--- config.mk ---
export PLATFORM = sky130hd
export DESIGN_NAME = vec_tree_reducer
export DESIGN_NICKNAME = d
export VERILOG_FILES = /design/src/rtl/vred_pkg.sv /design/src/rtl/vred_lanes.sv /design/src/rtl/vred_ctrl.sv /design/src/rtl/vec_tree_reducer.sv
export SDC_FILE = /design/constraint.sdc
export NUM_CORES = 1
export LEC_CHECK = 0
export BUFFER_PORTS_ARGS = -buffer_cell sky130_fd_sc_hd__buf_4
export CORE_UTILIZATION = 62
export CTS_CLUSTER_DIAMETER = 60
export DETAILED_ROUTE_END_ITERATION = 10
export PLACE_DENSITY = 0.83
export SLEW_MARGIN = 20
export SYNTH_ARGS = -nofsm -noshare
export SYNTH_HDL_FRONTEND = slang
export SYNTH_SLANG_ARGS = --single-unit
export TNS_END_PERCENT = 10
--- constraint.sdc ---
create_clock -name clk -period 6.8 [get_ports clk]
set_input_delay 1.36 -clock clk [delete_from_list [all_inputs] [get_ports clk]]
set_output_delay 1.36 -clock clk [all_outputs]
set_load 0.05 [all_outputs]
--- src/rtl/vred_pkg.sv ---
package vred_pkg;

    typedef enum logic [1:0] {
        VR_ACCUM = 2'd0,
        VR_FOLD  = 2'd1,
        VR_EMIT  = 2'd2
    } vred_state_e;

endpackage

--- src/rtl/vred_lanes.sv ---
module vred_lanes #(
    parameter int unsigned LANES  = 8,
    parameter int unsigned DATA_W = 16,
    parameter int unsigned SW     = 3
) (
    input  logic                    clk,
    input  logic                    rst_n,
    input  logic                    acc_en,
    input  logic                    fold_en,
    input  logic                    clr,
    input  logic [SW-1:0]           step,
    input  logic [LANES*DATA_W-1:0] chunk,
    output logic [LANES*DATA_W-1:0] part_flat,
    output logic [DATA_W-1:0]       lane0
);

    localparam int unsigned LIW = (LANES > 1) ? $clog2(LANES) : 1;

    logic [DATA_W-1:0] part_q [LANES];
    logic [DATA_W-1:0] part_d [LANES];

    always_comb begin
        int half;
        half = int'(LANES) >> (int'(step) + 1);
        for (int i = 0; i < int'(LANES); i++) begin
            logic [LIW-1:0] mate;
            mate = LIW'((i + half) % int'(LANES));
            part_d[i] = part_q[i];
            if (clr) begin
                part_d[i] = '0;
            end else if (acc_en) begin
                part_d[i] = part_q[i] + chunk[i*DATA_W +: DATA_W];
            end else if (fold_en && (i < half)) begin
                part_d[i] = part_q[i] + part_q[mate];
            end
        end
    end

    always_ff @(posedge clk) begin
        for (int i = 0; i < int'(LANES); i++) begin
            if (!rst_n) part_q[i] <= '0;
            else        part_q[i] <= part_d[i];
        end
    end

    generate
        for (genvar g = 0; g < int'(LANES); g++) begin : g_flat
            assign part_flat[g*DATA_W +: DATA_W] = part_q[g];
        end
    endgenerate

    assign lane0 = part_q[0];

endmodule

--- src/rtl/vred_ctrl.sv ---
module vred_ctrl
    import vred_pkg::*;
#(
    parameter int unsigned STEPS = 3,
    parameter int unsigned SW    = 3
) (
    input  logic          clk,
    input  logic          rst_n,
    input  logic          in_valid,
    input  logic          in_last,
    output logic          in_ready,
    output logic          out_valid,
    output logic          acc_en,
    output logic          fold_en,
    output logic          clr,
    output logic [SW-1:0] step
);

    localparam logic [SW-1:0] LAST_STEP = SW'((STEPS > 0) ? STEPS - 1 : 0);

    vred_state_e   st_q, st_d;
    logic [SW-1:0] cnt_q, cnt_d;

    // state register
    always_ff @(posedge clk) begin
        if (!rst_n) begin
            st_q  <= VR_ACCUM;
            cnt_q <= '0;
        end else begin
            st_q  <= st_d;
            cnt_q <= cnt_d;
        end
    end

    // transitions: accept-final, fold-done, rearm
    always_comb begin
        st_d  = st_q;
        cnt_d = '0;
        unique case (st_q)
            VR_ACCUM: begin
                if (in_valid && in_last) st_d = (STEPS == 0) ? VR_EMIT : VR_FOLD;
            end
            VR_FOLD: begin
                cnt_d = cnt_q + 1'b1;
                if (cnt_q == LAST_STEP) begin
                    st_d  = VR_EMIT;
                    cnt_d = '0;
                end
            end
            VR_EMIT: st_d = VR_ACCUM;
            default: st_d = VR_ACCUM;
        endcase
    end

    // outputs
    always_comb begin
        in_ready  = (st_q == VR_ACCUM);
        acc_en    = (st_q == VR_ACCUM) && in_valid;
        fold_en   = (st_q == VR_FOLD);
        out_valid = (st_q == VR_EMIT);
        clr       = (st_q == VR_EMIT);
        step      = cnt_q;
    end


    emit_single_chk: assert property (@(posedge clk) disable iff (!rst_n)
        out_valid |=> !out_valid);


    stall_after_last_chk: assert property (@(posedge clk) disable iff (!rst_n)
        (in_valid && in_ready && in_last) |=> !in_ready);


    no_ready_on_emit_chk: assert property (@(posedge clk) disable iff (!rst_n)
        out_valid |-> !in_ready);


    ready_after_emit_chk: assert property (@(posedge clk) disable iff (!rst_n)
        $fell(out_valid) |-> in_ready);

endmodule

--- src/rtl/vec_tree_reducer.sv ---
module vec_tree_reducer
    import vred_pkg::*;
#(
    parameter int unsigned LANES  = 8,
    parameter int unsigned DATA_W = 16
) (
    input  logic                    clk,
    input  logic                    rst_n,
    input  logic                    in_valid,
    output logic                    in_ready,
    input  logic                    in_last,
    input  logic [LANES*DATA_W-1:0] in_data,
    output logic                    out_valid,
    output logic [DATA_W-1:0]       out_sum
);

    localparam int unsigned STEPS = $clog2(LANES);
    localparam int unsigned SW    = (STEPS > 0) ? STEPS : 1;

    logic                    acc_en, fold_en, clr;
    logic [SW-1:0]           step;
    logic [LANES*DATA_W-1:0] part_flat;
    logic [DATA_W-1:0]       lane0;

    vred_ctrl #(.STEPS(STEPS), .SW(SW)) u_ctrl (
        .clk       (clk),
        .rst_n     (rst_n),
        .in_valid  (in_valid),
        .in_last   (in_last),
        .in_ready  (in_ready),
        .out_valid (out_valid),
        .acc_en    (acc_en),
        .fold_en   (fold_en),
        .clr       (clr),
        .step      (step)
    );

    vred_lanes #(.LANES(LANES), .DATA_W(DATA_W), .SW(SW)) u_lanes (
        .clk       (clk),
        .rst_n     (rst_n),
        .acc_en    (acc_en),
        .fold_en   (fold_en),
        .clr       (clr),
        .step      (step),
        .chunk     (in_data),
        .part_flat (part_flat),
        .lane0     (lane0)
    );

    assign out_sum = out_valid ? lane0 : '0;


    cleared_after_emit_chk: assert property (@(posedge clk) disable iff (!rst_n)
        out_valid |=> (part_flat == '0));


    idle_keeps_parts_chk: assert property (@(posedge clk) disable iff (!rst_n)
        (in_ready && !in_valid) |=> $stable(part_flat));


    sum_quiet_chk: assert property (@(posedge clk) disable iff (!rst_n)
        !out_valid |-> (out_sum == '0));

endmodule

==> reports/results.ini <==
[status]
outcome = finished, final reports clean

[finish]
layout.cells.non_filler = 2406
final_common_cell = nand2_1
nNetsFinal = 2345
area_growth_pct = 12.2
layout_common_cells = 346 x nand2_1, 214 x mux2i_1, 173 x buf_4
drive_above_1_share_pct = 13.8

[synth]
async_flop_share_pct = 0
synth_xor_xnor_area_share_pct = 5.08
synth_top_cell_area_share_pct = 17.0
yosys_register_bits = 133
syn_nets = 2277
synth_edf_count = 0
yosysWarnings = 0
ys_types = 71
synth-compound-area-share_pct = 22.0
synth_mux_area_share_pct = 22.7
yosysTopAreaCell = dfxtp_1
synthTopCellsByArea = dfxtp_1 17%, mux2i_1 14%, ha_1 11%
syn_inst = 2000
yosys_most_used_dff = dfxtp_1
netlist_area_um2 = 15700
synth_adder_area_share_pct = 11.9
synth_top_family_by_area = multiplexers
avgSynthCellArea_um2 = 7.85
synth_seq_area_share_pct = 17.0
yosys.area_share.simple_pct = 17.2

[placed_design]
gp_congestion = 1.03
dp.cells = 2373
pre_cts_ws_ps = 1480
io_buffer_count = 149
dp_hpwl_um = 45000

[timing]
slew_headroom_pct = 20.5
drv_slew = 0
fin_ws_ps = 1360
hold_violations = 0
fin_skew_ps = 18.5
period_needed_ps = 5440
holdWs_ps = 494
worstMarginPinSlew_ps = 1190
tns_ps = 0
fmax_mhz = 184
rsz0062_at_grt = false
setup_viol = 0
finalCritPeriodShare_pct = 80.0

[setup_path]
max_stage_delay_ps = 930
worst_path_most_repeated_cell = ha_1
worstSetupPathType = reg -> reg
start_kind = flip-flop
crit_chain = inv_1 -> ha_1 -> nor2b_2 -> buf_4 -> nand2_1 -> ha_1 -> mux2i_1 -> o21ai_0 -> ha_1 -> inv_1 -> fa_1 -> nand2b_1 -> a21oi_1 -> o31a_1 -> or4b_1 -> a31oi_1 -> xnor2_1 -> nand2_1 -> a21oi_1
arrival_ps = 5810
cp_max_fo = 31
cp-end-kind = flip-flop
crit_slowest_cell = ha_1
crit_required_ps = 7170
cp_num_buf_inv = 3
crit_family = adder cells

[drt]
dr.pass1.iters = 6
wl_per_cell_um = 24.3
drc = 0
vias = 16500
detail_route.wirelength.met1_um = 22100
viasPerCell = 6.85
dr_wl_met3_um = 7010
ant_nets = 0
routed_wirelength_um = 58400
met2WireLength_um = 24800
drt-initial-drc-count = 2411
routed.top_layer = met4

[power_and_ir_drop]
ir_drop_uv = 151
power_frac_clock_pct = 25.5
internal_power_mw = 2.39
pwr-share-seq_pct = 27.9
power_switching_mw = 1.87
switching_share_pct = 43.8
power_density_nw_per_um2 = 242
comb_power_share_pct = 46.6
p_leak_nw = 7.82

[global_routing]
grt_pass1_wl_um = 87900
antenna_found_initial = 3
grt_max_degree = 153
grt_overflow = 0
grt_usage_pct = 44.8
grt_pass1_vias = 15100

[worst_hold_path]
hp-class = reg -> reg

[die]
ios = 150
start_util_pct = 63.8
die_w_um = 161
dieArea_um2 = 25900
die_height_um = 161
rows = 57
fp.coreArea_um2 = 24600

[clock_network]
cts_resized = 0
cts.sinks = 133
cts_setup_buffers = 0
clock_path_buffers = 2
cts_max_level = 4
holdBufCountCts = 0
clk_pin_slew_ps = 70
cts_tree = done
root_buffer = clkbuf_16
worstSkewPairLatency_ps = 440
cts_made_buffers = 17

[flow_run]
drv_cap = 0

[kinds of logic (layout without fill, tap and decap cells)]
logic type      after synthesis  after routing
simple gates                624            624
compound gates              569            569
mux                         278            278
buf+inv                     160            240
fa+ha+maj                   145            145
flops                       133            133
xor+xnor                     91             91
other cells                   0              2
[Yosys cell counts (14+ instances only)]
| cell type | number |
|---|---|
| a21o_1 | 53 |
| mux2i_1 | 214 |
| o21ai_0 | 158 |
| buf_1 | 25 |
| nand2_1 | 346 |
| a21oi_1 | 166 |
| nor3_1 | 16 |
| ha_1 | 137 |
| o21bai_1 | 14 |
| nor2_1 | 126 |
| a31oi_1 | 45 |
| buf_2 | 22 |
| nand3_1 | 37 |
| inv_1 | 33 |
| a211oi_1 | 37 |
| clkbuf_1 | 75 |
| o21a_1 | 16 |
| and2_1 | 20 |
| xnor2_1 | 58 |
| dfxtp_1 | 133 |
| xor2_1 | 33 |
| mux4_2 | 62 |
[power by group through the flow]
stage                     combinational, mW  sequential, mW  clock (mW)
final                                  1.98            1.19        1.09
after global routing                   2.15            1.19        1.12
after CTS                              1.93            1.16        1.09
after detailed placement               1.91            1.18           0
after global placement                 1.89            1.17           0
after floorplan                        1.44            1.03           0
[worst register-to-register path: cells and delay by family, from the launching register on]
family / cells / cell delay, ps
fa+ha+maj: 4 / 1870
simple gates: 5 / 1200
compound gates: 5 / 880
buf+inv: 3 / 640
flops: 1 / 360
mux: 1 / 290
xor+xnor: 1 / 140
[sequential cells by signal, summed over array words and instances, names as in the netlist]
name / flops
u_lanes.part_q: 128
u_ctrl.step: 3
u_ctrl.st_q: 2
[final cells by class]
cell class                      count  area [um^2]
Clock buffer                       17          425
Tap cell                          324          405
Multi-Input combinational cell   1707        12400
Sequential cell                   133         2660
Clock inverter                     14          225
Timing Repair Buffer              174         1320
Inverter                           35          133
Fill cell                        2011         7010
Antenna cell                        2         5.00
[per-layer routing]
layer / track usage (%) / vias to the layer above
li1: - / 7473
met1: 56.7 / 7644
met2: 67.1 / 1119
met3: 11.2 / 242
met4: 30.5 / 0
met5: 0 / -
[stage by stage]
stage | area, um^2 | power, mW | utilization, %
2_1_floorplan | 15700 | 2.47 | -
3_3_place_gp | 16900 | 3.05 | 68.9
3_5_place_dp | 16900 | 3.09 | 68.9
4_1_cts | 17600 | 4.18 | 71.5
5_1_grt | 17600 | 4.45 | 71.5
6_report | 17600 | 4.26 | 71.5
[path summary, 6_finish.rpt]
kind	startpoint	end	slack, ps	cells past startpoint
hold / removal	u_ctrl.step[0]$_SDFF_PP0_	u_ctrl.step[0]$_SDFF_PP0_	490	1
setup / recovery	u_ctrl.step[1]$_SDFF_PP0_	u_lanes.part_q[1][12]$_SDFFE_PP0P_	1360	19
setup reg to reg	u_ctrl.step[1]$_SDFF_PP0_	u_lanes.part_q[1][12]$_SDFFE_PP0P_	1360	19
hold reg to reg	u_ctrl.step[0]$_SDFF_PP0_	u_ctrl.step[0]$_SDFF_PP0_	490	1
Power figures use the tool's default switching activity.
